`src/rtl/agp_pkg.sv`:
```
package agp_pkg;

    typedef logic [1:0] ctr_t;

    localparam ctr_t CTR_STRONG_DISAGREE = 2'b00;
    localparam ctr_t CTR_WEAK_AGREE      = 2'b10;
    localparam ctr_t CTR_STRONG_AGREE    = 2'b11;

    // Saturating step: up on agreement, down otherwise.
    function automatic ctr_t ctr_step(ctr_t c, logic agree);
        if (agree) return (c == CTR_STRONG_AGREE) ? c : ctr_t'(c + 2'd1);
        else       return (c == CTR_STRONG_DISAGREE) ? c : ctr_t'(c - 2'd1);
    endfunction

    function automatic logic ctr_agrees(ctr_t c);
        return c[1];
    endfunction

endpackage

```
`src/rtl/agp_fold.sv`:
```
// XOR-folds a wide address down to OUT_W bits, zero-padding the last slice.
module agp_fold #(
    parameter int IN_W  = 12,
    parameter int OUT_W = 6
) (
    input  logic [IN_W-1:0]  in_v,
    output logic [OUT_W-1:0] out_v
);
    localparam int NCH   = (IN_W + OUT_W - 1) / OUT_W;
    localparam int PAD_W = NCH * OUT_W;

    generate
        if (NCH == 1) begin : g_pass
            assign out_v = OUT_W'(in_v);
        end else begin : g_fold
            logic [PAD_W-1:0] padded;
            assign padded = PAD_W'(in_v);
            always_comb begin
                out_v = '0;
                for (int i = 0; i < NCH; i++) out_v ^= padded[i*OUT_W +: OUT_W];
            end
        end
    endgenerate
endmodule

```
`src/rtl/agp_history.sv`:
```
module agp_history #(
    parameter int HIST_W = 6
) (
    input  logic              clk,
    input  logic              rst_n,
    input  logic              shift_en,
    input  logic              shift_bit,
    output logic [HIST_W-1:0] hist_o
);
    typedef struct packed {
        logic [HIST_W-1:0] hist;
    } state_t;

    state_t s_d, s_q;

    always_comb begin
        s_d = s_q;
        if (shift_en) s_d.hist = {s_q.hist[HIST_W-2:0], shift_bit};
    end

    always_ff @(posedge clk or negedge rst_n) begin
        if (!rst_n) s_q <= '0;
        else        s_q <= s_d;
    end

    assign hist_o = s_q.hist;
endmodule

```
`src/rtl/agp_bias_table.sv`:
```
module agp_bias_table #(
    parameter int BIAS_W = 5
) (
    input  logic              clk,
    input  logic              rst_n,
    input  logic [BIAS_W-1:0] rd_a_idx,
    output logic              rd_a_bias,
    output logic              rd_a_vld,
    input  logic [BIAS_W-1:0] rd_b_idx,
    output logic              rd_b_bias,
    output logic              rd_b_vld,
    input  logic              learn_en,
    input  logic [BIAS_W-1:0] learn_idx,
    input  logic              learn_val,
    input  logic              wr_en,
    input  logic [BIAS_W-1:0] wr_idx,
    input  logic              wr_val
);
    localparam int DEPTH = 1 << BIAS_W;

    typedef struct packed {
        logic [DEPTH-1:0] bias;
        logic [DEPTH-1:0] vld;
    } state_t;

    state_t s_d, s_q;

    always_comb begin
        s_d = s_q;
        // First resolution of an unknown branch fixes its bias.
        if (learn_en && !s_q.vld[learn_idx]) begin
            s_d.bias[learn_idx] = learn_val;
            s_d.vld[learn_idx]  = 1'b1;
        end
        // Direct load is applied last so it overrides learning.
        if (wr_en) begin
            s_d.bias[wr_idx] = wr_val;
            s_d.vld[wr_idx]  = 1'b1;
        end
    end

    always_ff @(posedge clk or negedge rst_n) begin
        if (!rst_n) s_q <= '0;
        else        s_q <= s_d;
    end

    assign rd_a_bias = s_q.bias[rd_a_idx];
    assign rd_a_vld  = s_q.vld[rd_a_idx];
    assign rd_b_bias = s_q.bias[rd_b_idx];
    assign rd_b_vld  = s_q.vld[rd_b_idx];
endmodule

```
`src/rtl/agp_counter_table.sv`:
```
module agp_counter_table
    import agp_pkg::*;
#(
    parameter int IDX_W = 6
) (
    input  logic             clk,
    input  logic             rst_n,
    input  logic [IDX_W-1:0] rd_idx,
    output ctr_t             rd_ctr,
    input  logic [IDX_W-1:0] upd_idx,
    output ctr_t             upd_ctr,
    input  logic             upd_en,
    input  logic             upd_agree
);
    localparam int DEPTH = 1 << IDX_W;

    typedef struct packed {
        logic [DEPTH-1:0][1:0] ctr;
    } state_t;

    localparam state_t RESET_STATE = '{ctr: {DEPTH{CTR_WEAK_AGREE}}};

    state_t s_d, s_q;

    always_comb begin
        s_d = s_q;
        if (upd_en) s_d.ctr[upd_idx] = ctr_step(s_q.ctr[upd_idx], upd_agree);
    end

    always_ff @(posedge clk or negedge rst_n) begin
        if (!rst_n) s_q <= RESET_STATE;
        else        s_q <= s_d;
    end

    assign rd_ctr  = s_q.ctr[rd_idx];
    assign upd_ctr = s_q.ctr[upd_idx];
endmodule

```
`src/rtl/agree_predictor.sv`:
```
module agree_predictor
    import agp_pkg::*;
#(
    parameter int ADDR_W = 12,
    parameter int IDX_W  = 6,
    parameter int BIAS_W = 5
) (
    input  logic              clk,
    input  logic              rst_n,
    input  logic [ADDR_W-1:0] pred_addr,
    output logic              pred_taken,
    output logic [IDX_W-1:0]  pred_idx,
    input  logic              upd_valid,
    input  logic [ADDR_W-1:0] upd_addr,
    input  logic              upd_taken,
    input  logic [IDX_W-1:0]  upd_idx,
    input  logic              bias_wr_en,
    input  logic [ADDR_W-1:0] bias_wr_addr,
    input  logic              bias_wr_val
);
    localparam int HIST_W = IDX_W;

    logic [HIST_W-1:0] hist_q;
    logic [IDX_W-1:0]  pred_fold;
    logic [BIAS_W-1:0] pred_bidx, upd_bidx, wr_bidx;
    logic              pred_bias, pred_bias_vld;
    logic              upd_bias, upd_bias_vld;
    ctr_t              pred_ctr, upd_ctr;
    logic              upd_agree;

    agp_fold #(.IN_W(ADDR_W), .OUT_W(IDX_W))  u_fold_pi (.in_v(pred_addr),    .out_v(pred_fold));
    agp_fold #(.IN_W(ADDR_W), .OUT_W(BIAS_W)) u_fold_pb (.in_v(pred_addr),    .out_v(pred_bidx));
    agp_fold #(.IN_W(ADDR_W), .OUT_W(BIAS_W)) u_fold_ub (.in_v(upd_addr),     .out_v(upd_bidx));
    agp_fold #(.IN_W(ADDR_W), .OUT_W(BIAS_W)) u_fold_wb (.in_v(bias_wr_addr), .out_v(wr_bidx));

    assign pred_idx = hist_q ^ pred_fold;

    agp_history #(.HIST_W(HIST_W)) u_hist (
        .clk       (clk),
        .rst_n     (rst_n),
        .shift_en  (upd_valid),
        .shift_bit (upd_taken),
        .hist_o    (hist_q)
    );

    agp_bias_table #(.BIAS_W(BIAS_W)) u_bias (
        .clk       (clk),
        .rst_n     (rst_n),
        .rd_a_idx  (pred_bidx),
        .rd_a_bias (pred_bias),
        .rd_a_vld  (pred_bias_vld),
        .rd_b_idx  (upd_bidx),
        .rd_b_bias (upd_bias),
        .rd_b_vld  (upd_bias_vld),
        .learn_en  (upd_valid),
        .learn_idx (upd_bidx),
        .learn_val (upd_taken),
        .wr_en     (bias_wr_en),
        .wr_idx    (wr_bidx),
        .wr_val    (bias_wr_val)
    );

    // An unknown bias is about to become the outcome itself: count as agree.
    assign upd_agree = !upd_bias_vld || (upd_taken == upd_bias);

    agp_counter_table #(.IDX_W(IDX_W)) u_ctr (
        .clk       (clk),
        .rst_n     (rst_n),
        .rd_idx    (pred_idx),
        .rd_ctr    (pred_ctr),
        .upd_idx   (upd_idx),
        .upd_ctr   (upd_ctr),
        .upd_en    (upd_valid),
        .upd_agree (upd_agree)
    );

    always_comb begin
        if (!pred_bias_vld)          pred_taken = 1'b1;
        else if (ctr_agrees(pred_ctr)) pred_taken = pred_bias;
        else                         pred_taken = !pred_bias;
    end
endmodule

```
`config.mk`:
```
export PLATFORM = sky130hd
export DESIGN_NAME = agree_predictor
export DESIGN_NICKNAME = d
export VERILOG_FILES = /design/src/rtl/agp_pkg.sv /design/src/rtl/agp_fold.sv /design/src/rtl/agp_history.sv /design/src/rtl/agp_bias_table.sv /design/src/rtl/agp_counter_table.sv /design/src/rtl/agree_predictor.sv
export SDC_FILE = /design/constraint.sdc
export NUM_CORES = 1
export LEC_CHECK = 0
export BUFFER_PORTS_ARGS = -buffer_cell sky130_fd_sc_hd__buf_2
export CORE_ASPECT_RATIO = 1.1
export CORE_MARGIN = 1.5
export CORE_UTILIZATION = 50
export DETAILED_ROUTE_END_ITERATION = 10
export GPL_TIMING_DRIVEN = 0
export PLACE_DENSITY_LB_ADDON = 0.2
export SYNTH_ARGS = -nofsm -noshare
export SYNTH_HDL_FRONTEND = slang
export SYNTH_SLANG_ARGS = --single-unit
```
`constraint.sdc`:
```
create_clock -name clk -period 3.1 [get_ports clk]
set_input_delay 0 -clock clk [delete_from_list [all_inputs] [get_ports clk]]
set_output_delay 0 -clock clk [all_outputs]
set_load 0.03 [all_outputs]
```
==> metrics.md, run 1 <==
| Metric | Value |
|---|---|
| Post-synthesis compound-gate area fraction | `0.144` |
| Final setup viols | `0` |
| Largest family of logic cells by synthesized area | `multiplexers` |
| CP arrival | `around 3.1 ns` |
| Post-synthesis xor/xnor area fraction | `0.0388` |
| Design area | `~0.013 mm^2` |
| Average wire per standard cell | `22.3 um` |
| Worst-margin pin slew | `between 1 and 1.5 ns` |
| Sw Pwr | `0.00365 W` |
| P per Cell Area | `746 mW/mm^2` |
| Remaining antenna violation count after routing | `0` |
| Total CTS buffers | `17` |
| Gr usage total | `0.304` |
| Layout area overhead | `12.1%` |
| Vias per cell | `6.25` |
| Synth Cell Area | `about 0.011 mm^2` |
| Post-Synth Simple-Gate Area | `0.175` |
| Vias in the first global route | `9708` |
| Clock share of power | `0.226` |
| Initial antenna violation count | `0` |
| Gpl congestion | `roughly 0.96` |
| Seq/Total Area, Yosys | `0.442` |
| Global-route wire length before repair | `54500 um` |
| Placed inst area | `0.0121 mm^2` |
| Ant diodes | `0` |
| CTS tree | `yes` |
| Final-report hold violation count | `0` |
| Core Region | `0.0223 mm^2` |
| Largest cells by area after synthesis | `dfrtp_1 29%, dfstp_2 15%, nand2_1 8.7%` |
| Max Clk Rate | `0.325 GHz` |
| Post-synth top area cell | `dfrtp_1` |
| Nets | `between 1000 and 1500` |
| Area of the multi-input gates | `0.00618 mm^2` |
| Pre-antenna DRT Iters | `5` |
| FP Rows | `57` |
| Main synth FF type | `dfrtp_1` |
| TNS Setup | `0 ns` |
| Top Ports | `between 50 and 60` |
| Fill count | `1970` |
| Final min period | `3.07 ns` |
| Total grt overflow | `0` |
| I/O Buffers | `51` |
| Largest net degree at the start of global routing | `123` |
| Die W | `147 um` |
| Iter 0 DRT Violations | `between 800 and 900` |
| Cell Int Power | `slightly below 0.006 W` |
| Maximum buffer depth of the clock tree | `2` |
| Critical path startpoint category | `register` |
| Syn Nets | `1234` |
| Seq. cell area | `0.00503 mm^2` |
| Routed WL | `35000 um` |
| Final Max Slew Viols | `0` |
| Vias post-DR | `around 10000` |
| HP Class | `primary input to register` |
| Root buffer cell | `clkbuf_16` |
| Syn Area/Cell | `9.60 um^2` |
| Met1 Usage GRT | `0.368` |
| Type of the worst setup path | `register to primary output` |
| H-tree depth | `4` |
| Share of the synthesized area in the top cell type | `0.294` |
| Grt met3 use | `0.0573` |
| Post-synthesis adder-cell area fraction | `0` |
| Max-slew headroom | `0.144` |
| Residual DRC | `0` |
| CTS sink cnt | `198` |
| Post-synthesis mux area share | `0.177` |
| Post-synthesis cell count | `1186` |
| Hpwl dp | `25100 um` |
| Syn. warnings | `0` |
| RSZ-0062 raised after global routing | `yes` |
| Share of cells above drive strength 1 | `0.209` |
| Top-count cell post-synth | `nand2_1` |
| Status | `complete, no violations` |
| Initial Utilization | `0.512` |
| Die ar. | `~0.024 mm^2` |
| Post-synth EDFFs | `0` |
| Busiest grt layer | `met2` |
| Combinational share of power | `0.342` |
| Maxcap violations | `0` |
| Netlist cell types | `62` |
| Worst IR Drop VDD | `0.480 mV` |
| Setup crit end kind | `primary output` |
| Reg clk slew, reported paths | `0.08 ns` |
| FF+latch count, synth | `198` |
| Met2 Use GR | `0.509` |
| Top cells by count, synth | `263 x nand2_1, 167 x o21ai_0, 134 x dfrtp_1` |
| Pleak | `around 5.1 nW` |
| Critical Path RT | `3.10 ns` |
| Tcrit/Tclk final | `0.991` |
| Layout Skew | `0.0175 ns` |
| Fraction of registers with async set/reset | `1.00` |
| Critical-path maximum fanout | `10` |
| Clock Latency Late Sink | `0.46 ns` |
| Sw frac | `0.383` |
| Die H | `161 um` |
| Sequential share of power | `0.431` |
-- worst paths after layout --
check / depth (start not counted) / slack (ns) / endpoint / startpoint
worst min register to register: 2 / 0.48 / u_ctr.s_q[40] / u_ctr.s_q[40]
worst max register to register: 9 / 0.12 / u_ctr.s_q[2] / u_ctr.s_q[12]
min in group asynchronous: 2 / 0.12 / u_ctr.s_q[28] / rst_n
worst max-delay path: 10 / 0.03 / pred_taken / u_hist.hist_o[0]
worst min-delay path: 4 / 0.03 / u_bias.s_q[5] / upd_valid
max in group asynchronous: 3 / 1.96 / u_bias.s_q[27] / rst_n
-- worst max-delay path, cell delays in order, from the launching register on --
cell and delay, ns:
dfrtp_1 0.43, xnor3_2 0.38, buf_4 0.30, mux2i_1 0.21, a22oi_1 0.14, nand4_1 0.14
nand4_1 0.13, o22ai_2 0.27, xor2_1 0.18, o22a_1 0.22, buf_2 0.22
-- placed cells by master, fill, tap and decap left out, types with 4 or more instances in the layout --
| master | count |
|---|---|
| a211oi_1 | 4 |
| clkbuf_2 | 14 |
| nand2_1 | 263 |
| nand4_1 | 15 |
| clkbuf_1 | 24 |
| a41oi_1 | 12 |
| a221oi_1 | 9 |
| nor2b_1 | 4 |
| o21ai_0 | 167 |
| nand3b_1 | 6 |
| xor2_1 | 14 |
| nor2_1 | 81 |
| and3_1 | 9 |
| nor3_2 | 5 |
| buf_1 | 5 |
| mux4_2 | 37 |
| dfstp_2 | 64 |
| xnor2_1 | 16 |
| dfrtp_1 | 134 |
| buf_2 | 58 |
| a22oi_1 | 20 |
| inv_1 | 7 |
| mux2i_1 | 80 |
| clkbuf_16 | 17 |
| nor3_1 | 25 |
| inv_8 | 4 |
| or3_1 | 10 |
| and2_1 | 5 |
| nand3_1 | 20 |
| mux2_2 | 31 |
| o2bb2ai_1 | 6 |
| a21oi_1 | 23 |
-- final cells by class --
cell class,instances,area share
Inverter,8,0.00235
Buffer,56,0.0212
Multi-Input combinational cell,923,0.484
Clock buffer,19,0.0347
Timing Repair Buffer,55,0.0253
Tap cell,295,0.0289
Clock inverter,13,0.00902
Sequential cell,198,0.394
-- cells by family (layout without fill, tap and decap cells) --
logic type      count (synthesis)  after routing
simple gates                  459            459
buf+inv                        65            151
xor+xnor                       39             39
compound gates                274            274
mux                           151            151
flops                         198            198
-- state kept, by name, summed over array words and instances, names as in the netlist --
signal / flops
u_ctr.s_q: 128
u_bias.s_q: 64
u_hist.hist_o: 6
-- through the flow --
step	hold WS [ns]	utilization	setup WS, ns	total power [W]	std cells
after floorplan	-0.296	-	0.569	0.00607	1186
after global placement	0.315	0.540	-1.25	0.00715	1532
after detailed placement	0.0142	0.542	-0.838	0.00724	1533
after CTS	0.00673	0.571	0.000232	0.00942	1567
after global routing	0.0366	0.574	-0.124	0.0100	1567
final	0.0305	0.574	0.0268	0.00953	1567
-- per-layer routing --
| metal | wire, um | share of wire |
|---|---|---|
| met1 | 13600 | 0.39 |
| met2 | 16900 | 0.48 |
| met3 | 2390 | 0.068 |
| met4 | 2110 | 0.060 |
| met5 | 0 | 0 |
-- power groups by stage --
| stage | Combinational (W) | Sequential [W] | Clock, W |
|---|---|---|---|
| floorplan | 0.00225 | 0.00381 | 0 |
| finish | 0.00326 | 0.00411 | 0.00216 |
| detailed placement | 0.00312 | 0.00412 | 0 |
| global route | 0.00354 | 0.00417 | 0.00229 |
| CTS | 0.00316 | 0.00408 | 0.00218 |
| global placement | 0.00306 | 0.00409 | 0 |
-- what timing repair did --
action,4_1_cts,5_1_grt
endpoints found under the hold margin,79,0
gates resized for setup,20,29
setup endpoints to repair,121,104
buffers inserted,0,0
hold buffers,3,0
Note: power is estimated with default switching activity, not from simulation.
==> run 2: changes to the inputs <==
CORE_UTILIZATION = 65   (was 50)
clock period = 3.84 ns   (was 3.1 ns; I/O delays follow)
==> run 2 against run 1 <==
Effect of this change: worst setup slack improved by 0.17 ns; design area decreased by 1.3%; critical path type unchanged; largest power group unchanged; first-iteration DRC count rose by 25%; register-to-register slack improved by 0.39 ns; clock-buffer cell count grew 2; core utilization up 16 points; non-clock buffer count stayed put; combinational power fell by 20%; global-route usage grew 9.9 points; hold slack worse by 0.020 ns; routed wire length rose by 0.89%; sequential share of layout area up 0.52 points.
==> metrics.md, run 2 (synthesis results as in run 1) <==
| Metric | Value |
|---|---|
| Commonest cells after routing, fill and taps aside | `263 x nand2_1, 167 x o21ai_0, 134 x dfrtp_1` |
| Nets | `1307 (unchanged)` |
| Type of the worst setup path | `register to primary output` |
| TNS Setup | `0 ns (unchanged)` |
| Remaining antenna violation count after routing | `0 (unchanged)` |
| Hold slack | `0.0109 ns (-0.0196 ns)` |
| Gr usage total | `0.403 (+0.0992)` |
| I/O Buffers | `51 (unchanged)` |
| Layout area overhead | `10.6%` |
| RR Endpoint | `u_ctr.s_q[63]` |
| Hpwl dp | `25200 um (+0.41%)` |
| Crit path largest cell delay | `0.47 ns (+0.04 ns)` |
| Initial antenna violation count | `0 (unchanged)` |
| Worst path cell trace | `xnor3_1 -> clkbuf_1 -> clkbuf_2 -> mux2i_1 -> a22oi_1 -> nand4_1 -> nand4_1 -> o22ai_1 -> xor2_1 -> o22a_1 -> buf_2` |
| Max Clk Rate | `~0.27 GHz` |
| Initial Utilization | `0.667 (+0.155)` |
| Average wire per standard cell | `23.4 um (+5.0%)` |
| Clock Latency Late Sink | `0.45 ns (about the same)` |
| Most flop-heavy register | `u_ctr.s_q` |
| Max-slew headroom | `0.0355 (-0.108)` |
| CTS tree | `yes` |
| Final-report hold violation count | `0 (unchanged)` |
| Vias in the first global route | `10100 (+3.7%)` |
| Status | `complete, no violations` |
| Reg clk slew, reported paths | `0.07 ns (about the same)` |
| Post-CTS Repair Setup Buffers | `0 (unchanged)` |
| Vias post-DR | `10200 (+3.8%)` |
| Final setup viols | `0 (unchanged)` |
| FP Rows | `50 (-12%)` |
| Routed WL | `35300 um (+0.89%)` |
| Total CTS buffers | `17 (unchanged)` |
| Critical Path RT | `3.84 ns (+0.74 ns)` |
| Gpl congestion | `1.01 (+5.4%)` |
| CTS sink cnt | `198 (unchanged)` |
| Max reg flops | `128 (unchanged)` |
| Most Frequent Cell on Critical Path | `nand4_1` |
| Reg2Reg Setup Slack | `0.51 ns (+0.39 ns)` |
| Largest net degree at the start of global routing | `108 (-12%)` |
| Slowest library cell on the worst path | `clkbuf_2` |
| Final min period | `3.64 ns` |
| Final Max Slew Viols | `0 (unchanged)` |
| Core Region | `0.0171 mm^2 (-23%)` |
| Tcrit/Tclk final | `0.948` |
| Ant diodes | `0 (unchanged)` |
| Final Util | `0.738 (+0.164)` |
| RSZ-0062 raised after global routing | `no` |
| Critical path startpoint category | `register` |
| Global-route wire length before repair | `55200 um (+1.2%)` |
| WHS Endpoint | `u_bias.s_q[53]` |
| Die W | `129 um (-12%)` |
| Worst-margin pin slew | `1.44 ns (+0.156 ns)` |
| Min-Delay Path Depth | `4 (unchanged)` |
| Maximum buffer depth of the clock tree | `2 (unchanged)` |
| Share of cells above drive strength 1 | `0.188 (-0.0212)` |
| CP arrival | `3.64 ns (+0.57 ns)` |
| Worst IR Drop VDD | `0.401 mV (-16%)` |
| P per Cell Area | `613 mW/mm^2 (-18%)` |
| Largest delay share family, worst path | `buffers and inverters` |
| Layout Skew | `0.0129 ns (-0.00460 ns)` |
| Maxcap violations | `0 (unchanged)` |
| Critical R2R Launch | `u_ctr.s_q[94]` |
| HP Class | `primary input to register` |
| Die H | `142 um (-12%)` |
| Iter 0 DRT Violations | `1080 (+25%)` |
| Crit path buffers/inverters | `3 (+1)` |
| Worst hold start | `bias_wr_addr[6]` |
| Die ar. | `0.0183 mm^2 (-23%)` |
| R2R cell count | `9 (unchanged)` |
| Vias per cell | `6.75 (+8.0%)` |
| Commonest non-fill, non-tap cell in the layout | `nand2_1` |
| Top Ports | `55 (unchanged)` |
| Pre-antenna DRT Iters | `8 (+3)` |
| Pleak | `5.04 nW (-0.85%)` |
| Critical-path maximum fanout | `10 (unchanged)` |
| Total grt overflow | `0 (unchanged)` |
| Setup crit end kind | `primary output` |
| Root buffer cell | `clkbuf_16` |
| Residual DRC | `0 (unchanged)` |
| H-tree depth | `4 (unchanged)` |
run 2: cell types whose count changed in the layout (fill, tap and decap cells not counted), moves of 3 or more:
| cell | change |
|---|---|
| a22oi_1 | +3 |
| a22oi_2 | -3 |
| clkbuf_1 | +14 |
| clkbuf_2 | -11 |
| clkinv_2 | +4 |
| inv_8 | -4 |
| nor2_1 | +3 |
run 2: layout make-up:
class / count / area [um^2]
multi-input combinational: 923 / 6100
sequential: 198 / 5030
fill: 1288 / 4480
clock buffer: 21 / 460
timing repair buffer: 55 / 324
tap: 234 / 293
buffer: 56 / 235
clock inverter: 11 / 123
inverter: 8 / 30.0
run 2: metal layers:
metal / global-route usage / vias to the layer above / part of all wire
li1: - / 4446 / -
met1: 0.472 / 4859 / 0.36
met2: 0.669 / 676 / 0.49
met3: 0.0769 / 181 / 0.081
met4: 0.282 / 0 / 0.067
met5: 0 / - / 0
run 2: worst max path at each step:
stage	from	end	slack, ns	cells after the start
floorplan	upd_idx[1]	u_ctr.s_q[101]	1.31	12
global placement	rst_n	u_bias.s_q[49]	-0.41	1
detailed placement	upd_idx[2]	u_ctr.s_q[80]	-0.05	12
CTS	u_hist.hist_o[0]	pred_taken	0.007	11
global route	u_hist.hist_o[0]	pred_taken	0.09	11
finish	u_hist.hist_o[0]	pred_taken	0.20	11
run 2: stage by stage:
stage	instances	total power (W)	cell area [um^2]	setup WS [ns]
2_1_floorplan	1186	0.00490	11400	1.31
3_3_place_gp	1471	0.00574	11900	-0.407
3_5_place_dp	1473	0.00584	12000	-0.0522
4_1_cts	1507	0.00764	12600	0.00650
5_1_grt	1506	0.00805	12600	0.0854
6_report	1506	0.00772	12600	0.201
run 2: what timing repair did:
item                       in CTS  in global routing
hold buffers                    2                  0
setup endpoints to repair       0                  2
resized for setup               0                  8
hold endpoints to repair       77                  0
run 2: worst register-to-register path: stages (launching register included):
cell,delay (ns)
dfrtp_1,0.40
mux4_2,0.50
mux2_2,0.29
a22o_1,0.26
a211oi_1,0.25
o2111ai_1,0.27
nand2_1,0.12
a41o_1,0.52
clkbuf_1,0.45
o21ai_0,0.18
run 2: power breakdown:
group          internal [W]  switching [W]  total [W]  leakage [nW]
Sequential          0.00277       0.000535    0.00331          2.30
Clock              0.000997       0.000802    0.00180         0.288
Combinational       0.00107        0.00155    0.00262          2.45
Total               0.00484        0.00288    0.00772          5.04
